--- config.mk ---
export PLATFORM = sky130hd
export DESIGN_NAME = sysctl_reg
export DESIGN_NICKNAME = d
export VERILOG_FILES = /design/src/rtl/sysctl_pkg.sv /design/src/rtl/sysctl_cfg_bit.sv /design/src/rtl/sysctl_done_hs.sv /design/src/rtl/sysctl_rd_pack.sv /design/src/rtl/sysctl_reg.sv
export SDC_FILE = /design/constraint.sdc
export NUM_CORES = 1
export LEC_CHECK = 0
export BUFFER_PORTS_ARGS = -buffer_cell sky130_fd_sc_hd__buf_2
export CAP_MARGIN = 40
export CELL_PAD_IN_SITES_DETAIL_PLACEMENT = 1
export CELL_PAD_IN_SITES_GLOBAL_PLACEMENT = 2
export CORE_MARGIN = 4
export CORE_UTILIZATION = 16
export CTS_CLUSTER_DIAMETER = 150
export DETAILED_ROUTE_END_ITERATION = 16
export PLACE_DENSITY_LB_ADDON = 0.1
export SKIP_LAST_GASP = 1
export SYNTH_ARGS = -nofsm -noshare
export SYNTH_HDL_FRONTEND = slang
export SYNTH_HIERARCHICAL = 1
export SYNTH_SLANG_ARGS = --single-unit
--- constraint.sdc ---
create_clock -name clk -period 0.8 [get_ports clk]
set_input_delay 0 -clock clk [delete_from_list [all_inputs] [get_ports clk]]
set_output_delay 0 -clock clk [all_outputs]
set_load 0.01 [all_outputs]
--- src/rtl/sysctl_pkg.sv ---
package sysctl_pkg;
  localparam int REG_W    = 8;
  localparam int NUM_CFG  = 3;

  // bit positions of the live fields
  localparam int TAP_POS  = 7;
  localparam int ROD_POS  = 2;
  localparam int PWL_POS  = 1;
  localparam int CDA_POS  = 0;

  // per-field description of the plain configuration bits
  localparam int CFG_POS      [NUM_CFG] = '{TAP_POS, PWL_POS, CDA_POS};
  localparam bit CFG_RST      [NUM_CFG] = '{1'b1, 1'b1, 1'b0};
  localparam bit CFG_POR_ONLY [NUM_CFG] = '{1'b0, 1'b1, 1'b0};

  localparam int IDX_TAP = 0;
  localparam int IDX_PWL = 1;
  localparam int IDX_CDA = 2;
endpackage

--- src/rtl/sysctl_cfg_bit.sv ---
module sysctl_cfg_bit #(
  parameter bit RST_VAL = 1'b0
) (
  input  logic clk,
  input  logic arst_n,
  input  logic wr_en,
  input  logic wr_bit,
  output logic q
);
  always_ff @(posedge clk or negedge arst_n) begin
    if (!arst_n)    q <= RST_VAL;
    else if (wr_en) q <= wr_bit;
  end
endmodule

--- src/rtl/sysctl_done_hs.sv ---
module sysctl_done_hs (
  input  logic clk,
  input  logic arst_n,
  input  logic wr_en,
  input  logic wr_done_bit,
  input  logic ack_i,
  input  logic dbg_spe_i,
  input  logic i2c_spe_i,
  output logic done_q,
  output logic rst_req_q,
  output logic dbg_clr_q,
  output logic i2c_clr_q
);
  logic set_req;
  assign set_req = wr_en & wr_done_bit;

  always_ff @(posedge clk or negedge arst_n) begin
    if (!arst_n) begin
      done_q    <= 1'b0;
      rst_req_q <= 1'b0;
      dbg_clr_q <= 1'b0;
      i2c_clr_q <= 1'b0;
    end else begin
      rst_req_q <= set_req & dbg_spe_i;
      dbg_clr_q <= set_req & dbg_spe_i;
      i2c_clr_q <= set_req & i2c_spe_i;
      // a setting write takes priority over an acknowledge
      if (set_req)    done_q <= 1'b1;
      else if (ack_i) done_q <= 1'b0;
    end
  end
endmodule

--- src/rtl/sysctl_rd_pack.sv ---
module sysctl_rd_pack
  import sysctl_pkg::*;
(
  input  logic [NUM_CFG-1:0] cfg_q,
  input  logic               done_q,
  output logic [REG_W-1:0]   rd_data
);
  always_comb begin
    rd_data = '0;
    for (int i = 0; i < NUM_CFG; i++) rd_data[CFG_POS[i]] = cfg_q[i];
    rd_data[ROD_POS] = done_q;
  end
endmodule

--- src/rtl/sysctl_reg.sv ---
module sysctl_reg
  import sysctl_pkg::*;
(
  input  logic             clk,
  input  logic             por_n,
  input  logic             rst_n,
  input  logic             wr_en,
  input  logic [REG_W-1:0] wr_data,
  output logic [REG_W-1:0] rd_data,
  input  logic             dbg_spe_i,
  input  logic             i2c_spe_i,
  output logic             dbg_spe_clr_o,
  output logic             i2c_spe_clr_o,
  output logic             done_o,
  input  logic             done_ack_i,
  output logic             sys_rst_req_o,
  output logic             tap_en_o,
  output logic             pwd_lock_o,
  output logic             cda_sel_o
);
  logic               rst_any_n;
  logic [NUM_CFG-1:0] cfg_q;
  logic               done_q;
  logic               unused_rsv;

  assign rst_any_n  = por_n & rst_n;
  assign unused_rsv = ^wr_data;

  // plain configuration bits; the password lock sees power-on reset only
  for (genvar g = 0; g < NUM_CFG; g++) begin : g_cfg
    logic bit_rst_n;
    if (CFG_POR_ONLY[g]) begin : g_por
      assign bit_rst_n = por_n;
    end else begin : g_any
      assign bit_rst_n = rst_any_n;
    end
    sysctl_cfg_bit #(.RST_VAL(CFG_RST[g])) u_bit (
      .clk    (clk),
      .arst_n (bit_rst_n),
      .wr_en  (wr_en),
      .wr_bit (wr_data[CFG_POS[g]]),
      .q      (cfg_q[g])
    );
  end

  sysctl_done_hs u_hs (
    .clk         (clk),
    .arst_n      (rst_any_n),
    .wr_en       (wr_en),
    .wr_done_bit (wr_data[ROD_POS]),
    .ack_i       (done_ack_i),
    .dbg_spe_i   (dbg_spe_i),
    .i2c_spe_i   (i2c_spe_i),
    .done_q      (done_q),
    .rst_req_q   (sys_rst_req_o),
    .dbg_clr_q   (dbg_spe_clr_o),
    .i2c_clr_q   (i2c_spe_clr_o)
  );

  sysctl_rd_pack u_rd (
    .cfg_q   (cfg_q),
    .done_q  (done_q),
    .rd_data (rd_data)
  );

  assign done_o     = done_q;
  assign tap_en_o   = cfg_q[IDX_TAP];
  assign pwd_lock_o = cfg_q[IDX_PWL];
  assign cda_sel_o  = cfg_q[IDX_CDA];
endmodule

; ---- Word-level counts from Yosys, hierarchy flattened
; Index checks and enable logic that the tools add are counted.
[totals]
ff_bits = 6
inputBits = 15
word_cells = 13
[classes]
n_mux = 2
bitwise = 4
reduce_logical = 1
[ops]
columns = cell, count
row1 = $and 1x1->1, 4
row2 = $mux 1, 2
row3 = $reduce_bool 2->1, 1

; ---- Longest topological paths before layout
; Gate-level depths: netlist of run 1.
[logic_depth]
ltp_word = 2
mapped_depth = 2
depth_no_buf = 2

; ---- Cells and area by module
; Netlist of run 1, hierarchy kept.
[modules_own_cells]
columns = mod, n_inst, cells_per_inst, area_each_um2, seq_area_each_um2
row1 = sysctl_done_hs, 1, 9, 107.6, 75.1
row2 = sysctl_cfg_bit (g_cfg[0].u_bit ...), 2, 2, 41.3, 26.3
row3 = sysctl_rd_pack, 1, 9, 63.8, 0.0
row4 = sysctl_cfg_bit (g_cfg[2].u_bit), 1, 2, 40.0, 25.0
row5 = sysctl_reg, 1, 1, 6.3, 0.0

; ---- Worst setup path after synthesis of run 1
; OpenSTA, ideal clock, no wires.
[synth_timing]
path_kind = register to register
start = register g_cfg[2].u_bit/q (netlist name)
end = register g_cfg[2].u_bit.q
setup_time_ps = 125
arrival_ps = 667
t_required_ps = 675
setup_slack_ps = 8
stages_incl_launch_ff = 2
cell_sequence = dfrtp_1 > mux2_4
[synth_rtl]
columns = item, line_no
row1 = "end signal, assigned", sysctl_cfg_bit.sv:12  ; else if (wr_en) q <= wr_bit;
row2 = "end, declared", sysctl_cfg_bit.sv:8  ; output logic q

; ---- Worst setup path in the final report of run 1
[layout_timing]
start = register g_cfg[1].u_bit.q
end = output pwd_lock_o
[layout_rtl]
columns = item, line_no
row1 = "start, declared", sysctl_cfg_bit.sv:8
row2 = "start signal, assigned", sysctl_cfg_bit.sv:12
row3 = "end, declared", sysctl_reg.sv:18  ; output logic pwd_lock_o,
; No word-level cell between the ends.

==> qor.csv, run 1 <==
stage,metric,value,unit
final_layout,area_growth,69.58,%
placed_design,numPortBuffers,21,
global_routing,grt_max_degree,7,
drt,drt_iter0_markers,0,
clock_network,clkSlewWorstSetupHoldPaths,0.05,ns
final_layout,num_antenna_cells,0,
power,p_leak,0.2768,nW
synth,synthDistinctLibCells,10,
outcome,status,"finished, violations left",
sta,setup_ws,-0.09163,ns
synth,synth-seq-cells,6,
drt,via_per_inst,3.312,
setup_path,worstPathCellList,buf_6,
power,vdd.ir_drop.worst,0.3505,mV
floorplan,fp-row-count,15,
drt,first_pass_iters,1,
final_layout,fin_nets,68,
floorplan,die_y,51.32,um
sta,maxSlewViolCount,0,
setup_path,slowest_delay,0.55,ns
sta,final-setup-viol-count,4,
global_routing,grt_use_total,7.304,%
synth,netlist_area,300.3,um2
global_routing,antenna_found_initial,0,
sta,finalHoldViolCount,0,
global_routing,grt_pass1_wl,1.366,mm
setup_path,crit_slowest_cell,dfstp_2,
sta,max_clock_freq,1122,MHz
hold_path,min_from,wr_data[2],
sta,rsz0062_at_grt,true,
synth,yosysSeqAreaShare,50.83,%
final_layout,finalNonFillerCells,77,
clock_network,clock_latency,0.23,ns
setup_path,crit_type,register to primary output,
sta,setup_tns,-0.3644,ns
final_layout,drive_above_1_share,57.69,%
outcome,violations,setup timing,
final_layout,final_area,509.2,um2
setup_path,end_kind,primary output,
sta,finalCritPeriodShare,111.5,%
clock_network,cts_tree,built,
clock_network,clock-sinks,6,
clock_network,cts_buffers,3,
power,total_power,0.0008666,W
setup_path,cp_num_buf_inv,1,
placed_design,dpl.cell_count,65,
setup_path,r2r-start,g_cfg[2].u_bit/q,
floorplan,start_util,17.20,%
sta,finalClockSkew,0,ns
drt,final_antenna_net_count,0,
synth,synth_warnings,6,
placed_design,dpl_cell_area,380.4,um2
setup_path,cp-start-kind,register,
final_layout,final_common_cell,buf_2,
final_layout,mostFrequentLayoutCells,"buf_2, dlygate4sd3_1, dfrtp_1, buf_6, conb_1",
placed_design,place_congestion,0.6298,
job,max_cap_viol_count,0,
power,pwr_density_cell,1702,nW/um2
drt,drc,0,
drt,vias,255,
hold_path,hp-class,input port to register,
floorplan,io_pins,30,
setup_path,worstPathMaxFanout,3,
floorplan,core,1745,um2
floorplan,die_x,51.32,um
clock_network,clock_path_buffers,2,
setup_path,arrival,0.89,ns
setup_path,cp_top_family,flip-flops,
global_routing,grt_pass1_vias,285,
synth,postSynthCellCount,25,
sta,fin_crit,0.8916,ns
floorplan,die_area,2634,um2
setup_path,startpoint,g_cfg[1].u_bit/q,
global_routing,gr-total-overflow,0,
synth,avgSynthCellArea,12.01,um2
setup_path,worstPathRequired,0.80,ns
drt,wl_per_cell,11.32,um
clock_network,root_buffer,clkbuf_4,
drt,wl,872,um
clock_network,ctsHtreeMaxLevel,1,
layout make-up:
cell class              count  area (um2)
flip-flops and latches      6       152.6
multi-input cells          12       87.58
fillers                   217        1236
well taps                  25       31.28
repair buffers             29       207.7
clock buffers               4       26.28
inverters                   1       3.754
worst min-delay path, stage by stage:
cell and delay, ns:
buf_2 0.09, nand2_1 0.04, o21ai_1 0.07
report_power, final:
part / switching (W) / total [W] / internal, W
Sequential: 0.0000194 / 0.000356 / 0.000336
Clock: 0.000113 / 0.000302 / 0.000189
Combinational: 0.0000835 / 0.000209 / 0.000126
Total: 0.000216 / 0.000867 / 0.000651
cell families after synthesis:
kind of cell    count (synthesis)  synth area share [%]
buf+inv                        10                 23.75
flops                           6                 50.83
simple gates                    4                 7.499
mux                             3                 15.00
compound gates                  1                 1.665
other cells                     1                 1.249
timing repair:
item | in CTS | in global routing
gates resized for setup | 2 | 2
setup buffers | 0 | 1
hold buffers | 6 | 1
endpoints found under the hold margin | 10 | 1
endpoints found under the setup margin | 4 | 8
final timing paths:
kind | endpoint | slack (ns) | cells after the start
setup / recovery | pwd_lock_o | -0.09 | 1
hold reg to reg | g_cfg[2].u_bit/q | 0.54 | 1
min in group asynchronous | g_cfg[1].u_bit/q | 0.24 | 2
hold / removal | u_hs/done_q | 0.003 | 3
setup reg to reg | g_cfg[2].u_bit/q | 0.03 | 1
max in group asynchronous | g_cfg[0].u_bit/q | 0.26 | 3
metrics by stage:
stage,util [%],setup slack (ns),hold slack (ns)
2_1_floorplan,-,0.008110,-0.1500
3_3_place_gp,21.79,0.04354,-0.05925
3_5_place_dp,21.79,0.03807,-0.05710
4_1_cts,27.46,-0.1047,0.0001802
5_1_grt,29.18,-0.1353,-0.002898
6_report,29.18,-0.09163,0.003191
layer usage:
layer	vias to the layer above	part of all wire [%]	wire length, um	global-route usage (%)
li1	121	-	-	-
met5	-	0	0	0
met2	13	57	498	13.09
met3	2	6.9	60	2.041
met1	119	34	297	7.638
met4	0	1.8	16	3.930
registers in the layout (all words and copies together) (netlist names):
signal          count
g_cfg.u_bit/q       3
u_hs/i2c_clr_q      1
u_hs/done_q         1
u_hs/dbg_clr_q      1
synth_stat cells:
| library cell | count | share of area, % |
|---|---|---|
| and2_1 | 1 | 2.1 |
| and3_1 | 2 | 4.2 |
| conb_1 | 1 | 1.2 |
| o21ai_1 | 1 | 1.7 |
| nand2_1 | 1 | 1.2 |
| dfrtp_1 | 4 | 33 |
| mux2_4 | 3 | 15 |
| inv_1 | 1 | 1.2 |
| dfstp_2 | 2 | 17 |
| buf_4 | 9 | 22 |
Power figures use the tool's default switching activity.
==> run 2: changes to the inputs <==
- BUFFER_PORTS_ARGS: -buffer_cell sky130_fd_sc_hd__buf_2 -> -buffer_cell sky130_fd_sc_hd__buf_4
==> qor.csv, run 2 (same netlist as run 1, synthesis figures left out) <==
stage,metric,value,unit
outcome,status,"finished, violations left",
outcome,violations,setup timing,
clock_network,clkSlewWorstSetupHoldPaths,0.05,ns
drt,vias,263,
setup_path,cp-start-kind,register,
setup_path,crit_slowest_cell,dfstp_2,
final_layout,drive_above_1_share,56.36,%
setup_path,crit_type,register to primary output,
hold_path,hp-class,input port to register,
floorplan,fp-row-count,15,
setup_path,arrival,0.89,ns
final_layout,num_antenna_cells,0,
global_routing,antenna_found_initial,0,
clock_network,cts_tree,built,
global_routing,grt_use_total,7.491,%
floorplan,io_pins,30,
global_routing,grt_pass1_vias,305,
final_layout,area_growth,100.4,%
clock_network,root_buffer,clkbuf_4,
floorplan,die_x,51.32,um
final_layout,multiInputGateArea,87.58,um2
final_layout,fillers,202,
final_layout,mostFrequentLayoutCells,"buf_4, buf_6, dlygate4sd3_1",
placed_design,numPortBuffers,21,
clock_network,ctsHtreeMaxLevel,1,
power,vdd.ir_drop.worst,0.5273,mV
drt,drt_iter0_markers,3,
placed_design,place_congestion,0.6081,
global_routing,grt_pass1_wl,1.380,mm
placed_design,hpwlAfterDp,609.9,um
drt,final_antenna_net_count,0,
sta,max_clock_freq,1118,MHz
clock_network,clock_latency,0.24,ns
setup_path,worstPathCellList,buf_6,
setup_path,worstPathRequired,0.80,ns
floorplan,die_area,2634,um2
drt,wl,842,um
sta,final-setup-viol-count,5,
sta,setup_ws,-0.09406,ns
placed_design,place_ws,0.04878,ns
drt,wl_per_cell,10.53,um
clock_network,cts_buffers,3,
sta,maxSlewViolCount,0,
job,max_cap_viol_count,0,
final_layout,final_common_cell,buf_4,
floorplan,start_util,17.20,%
sta,finalHoldViolCount,0,
drt,first_pass_iters,3,
global_routing,gr-total-overflow,0,
sta,fin_crit,0.8941,ns
clock_network,clock-sinks,6,
sta,finalClockSkew,0,ns
power,p_leak,0.3085,nW
final_layout,fin_nets,71,
final_layout,regMostFlops,g_cfg.u_bit/q,
final_layout,seq_area,152.6,um2
drt,drc,0,
clock_network,clock_path_buffers,2,
setup_path,cp_top_family,flip-flops,
setup_path,end_kind,primary output,
floorplan,core,1745,um2
global_routing,grt_max_degree,7,
power,pwr_density_cell,1537,nW/um2
floorplan,die_y,51.32,um
setup_path,worstPathMaxFanout,3,
sta,rsz0062_at_grt,true,
drt,via_per_inst,3.288,
sta,finalCritPeriodShare,111.8,%
setup_path,slowest_delay,0.55,ns
power,total_power,0.0009253,W
setup_path,cp_num_buf_inv,1,
final_layout,largest_register_ffs,3,
==> run 2: cell count changes in the layout (fill, tap and decap cells not counted), sizes merged <==
| cell | before | now |
|---|---|---|
| buf | 22 | 23 |
| dlygate4sd3 | 7 | 9 |
==> run 2: path summary, 6_finish.rpt <==
check                           cells after the start               end  slack (ns)              from
worst max register to register                      2  g_cfg[0].u_bit/q       -0.04  g_cfg[0].u_bit/q
min in group asynchronous                           3    u_hs/dbg_clr_q        0.24             rst_n
max in group asynchronous                           3  g_cfg[0].u_bit/q        0.26             por_n
worst min register to register                      1  g_cfg[2].u_bit/q        0.59  g_cfg[2].u_bit/q
worst max-delay path                                1        pwd_lock_o       -0.09  g_cfg[1].u_bit/q
worst min-delay path                                3       u_hs/done_q        0.05             wr_en
==> run 2: power breakdown <==
| part | leakage, nW | internal (W) | switching [W] |
|---|---|---|---|
| clock | 0.0150 | 0.000189 | 0.000112 |
| sequential | 0.0728 | 0.000336 | 0.0000244 |
| combinational | 0.221 | 0.000178 | 0.0000854 |
==> run 2: metrics by stage <==
step                utilization, %  std cells  hold WS [ns]  setup TNS [ns]  area, um2
global placement             25.23         66      -0.06265               0      440.4
CTS                          32.33         79       0.04568         -0.4472      564.3
floorplan                        -         28       -0.1500               0      311.5
finish                       34.48         80       0.04550         -0.4058      601.8
detailed placement           25.23         66      -0.06081               0      440.4
global route                 34.48         80       0.04975         -0.7409      601.8
==> run 2: layout make-up <==
cell class,instances,share of cell area [%]
clock buffers,4,4.366
inverters,1,0.6237
multi-input cells,12,14.55
flip-flops and latches,6,25.36
well taps,25,5.198
repair buffers,32,49.90
==> run 2: metal layers <==
layer	GRT usage, %	part of all wire (%)	up-vias
met5	0	0	-
met4	6.550	1.9	0
met3	1.749	6.4	2
met2	13.52	58	13
met1	6.940	34	122
li1	-	-	126
==> run 2: repair_timing <==
action / CTS / global route
hold buffers: 9 / 0
buffers inserted: 1 / 1
setup endpoints to repair: 6 / 12
resized for setup: 2 / 8
hold endpoints to repair: 12 / 0
gates cloned: 0 / 0
==> run 3: changes to the inputs <==
- HOLD_SLACK_MARGIN: default -> 0.06
- SLEW_MARGIN: default -> 5
==> qor.csv, run 3 (same netlist as run 1, synthesis figures left out) <==
stage,metric,value,unit
floorplan,core,1745,um2
sta,setup_ws,-0.09803,ns
placed_design,numPortBuffers,21,
final_layout,area_growth,103.8,%
job,max_cap_viol_count,0,
power,vdd.ir_drop.worst,0.5281,mV
sta,finalHoldViolCount,0,
final_layout,final_common_cell,buf_4,
global_routing,gr-total-overflow,0,
sta,final-setup-viol-count,6,
floorplan,die_y,51.32,um
power,pwr_density_cell,1531,nW/um2
global_routing,grt_use_total,7.917,%
drt,wl_per_cell,10.85,um
setup_path,reg2regPathDepth,2,
clock_network,clock_latency,0.24,ns
drt,drc,0,
drt,wl,879,um
global_routing,grt_pass1_vias,309,
setup_path,worstPathCellList,buf_6,
global_routing,grt_pass1_wl,1.414,mm
setup_path,r2r_slack,-0.04,ns
sta,max_clock_freq,1114,MHz
hold_path,hp-class,input port to register,
floorplan,die_area,2634,um2
hold_path,holdPathStages,2,
sta,finalCritPeriodShare,112.3,%
floorplan,die_x,51.32,um
final_layout,num_antenna_cells,0,
drt,drt_iter0_markers,1,
floorplan,start_util,17.20,%
sta,finalClockSkew,0,ns
clock_network,ctsHtreeMaxLevel,1,
setup_path,r2r-start,g_cfg[0].u_bit/q,
setup_path,worstPathMaxFanout,3,
setup_path,arrival,0.90,ns
placed_design,place_congestion,0.6081,
clock_network,cts_tree,built,
clock_network,clock_path_buffers,2,
setup_path,worstPathRequired,0.80,ns
clock_network,cts_buffers,3,
drt,vias,269,
outcome,status,"finished, violations left",
final_layout,finalNonFillerCells,81,
floorplan,io_pins,30,
drt,final_antenna_net_count,0,
power,total_power,0.0009367,W
setup_path,end_kind,primary output,
setup_path,crit_type,register to primary output,
hold_path,whs_endpoint,g_cfg[0].u_bit/q,
drt,first_pass_iters,2,
sta,maxSlewViolCount,0,
clock_network,clock-sinks,6,
clock_network,root_buffer,clkbuf_4,
clock_network,clkSlewWorstSetupHoldPaths,0.04,ns
global_routing,grt_max_degree,7,
final_layout,largest_register_ffs,3,
sta,rsz0062_at_grt,true,
final_layout,drive_above_1_share,55.36,%
setup_path,cp-start-kind,register,
setup_path,slowest_delay,0.55,ns
power,p_leak,0.3127,nW
final_layout,fillers,204,
placed_design,hpwlAfterDp,609.9,um
final_layout,final_area,611.8,um2
placed_design,dpl_cell_area,440.4,um2
setup_path,r2r-end,g_cfg[0].u_bit/q,
sta,fin_crit,0.8980,ns
setup_path,startpoint,g_cfg[1].u_bit/q,
setup_path,crit_slowest_cell,dfstp_2,
setup_path,cp_top_family,flip-flops,
final_layout,mostFrequentLayoutCells,"buf_4, dlygate4sd3_1, buf_6",
floorplan,fp-row-count,15,
placed_design,dpl.cell_count,66,
final_layout,fin_nets,72,
final_layout,regMostFlops,g_cfg.u_bit/q,
drt,via_per_inst,3.321,
outcome,violations,setup timing,
setup_path,cp_num_buf_inv,1,
hold_path,min_from,wr_en,
global_routing,antenna_found_initial,0,
==> run 3: cell types whose count changed in the layout (fill, tap and decap cells not counted) <==
cell	delta
dlygate4sd3_1	+1
==> run 3: worst max path at each step <==
stage / end / slack (ns) / depth (start not counted)
global placement: g_cfg[2].u_bit/q / 0.06 / 1
global route: rd_data[7] / -0.14 / 1
finish: pwd_lock_o / -0.1 / 1
detailed placement: g_cfg[2].u_bit/q / 0.05 / 1
CTS: rd_data[1] / -0.11 / 1
floorplan: g_cfg[2].u_bit/q / 0.008 / 1
==> run 3: metal layers <==
layer / share of wire (%) / global-route usage [%]
met4: 1.5 / 7.860
met2: 59 / 13.73
met5: 0 / 0
met3: 6.4 / 1.749
met1: 33 / 7.473
==> run 3: per-stage QoR <==
step	TNS, ns	hold slack [ns]	utilization [%]	worst slack, ns
2_1_floorplan	0	-0.1500	-	0.008110
3_3_place_gp	0	-0.06265	25.23	0.05543
3_5_place_dp	0	-0.06081	25.23	0.04878
4_1_cts	-0.4472	0.07048	32.90	-0.1074
5_1_grt	-0.7774	0.06866	35.05	-0.1418
6_report	-0.4285	0.07200	35.05	-0.09803
==> run 3: worst register-to-register path, cell delays in order, from the launching register on <==
cell     delay [ns]
dfstp_2        0.55
buf_4          0.11
mux2_4         0.13
==> run 3: what timing repair did <==
action	in CTS	in global routing
setup endpoints to repair	6	12
hold endpoints to repair	12	0
hold buffers	10	0
resized for setup	2	8
setup buffers	1	1
==> run 3: power by group <==
group          leakage, nW  internal, W  total [W]  switching [W]
sequential          0.0728     0.000336   0.000361      0.0000244
clock               0.0150     0.000190   0.000308       0.000118
combinational        0.225     0.000181   0.000268      0.0000871
==> run 3: final cells by class <==
cell class | count | area (um2) | area share (%)
repair buffers | 33 | 310.3 | 50.72
inverters | 1 | 3.754 | 0.6135
multi-input cells | 12 | 87.58 | 14.31
flip-flops and latches | 6 | 152.6 | 24.95
well taps | 25 | 31.28 | 5.112
clock buffers | 4 | 26.28 | 4.294
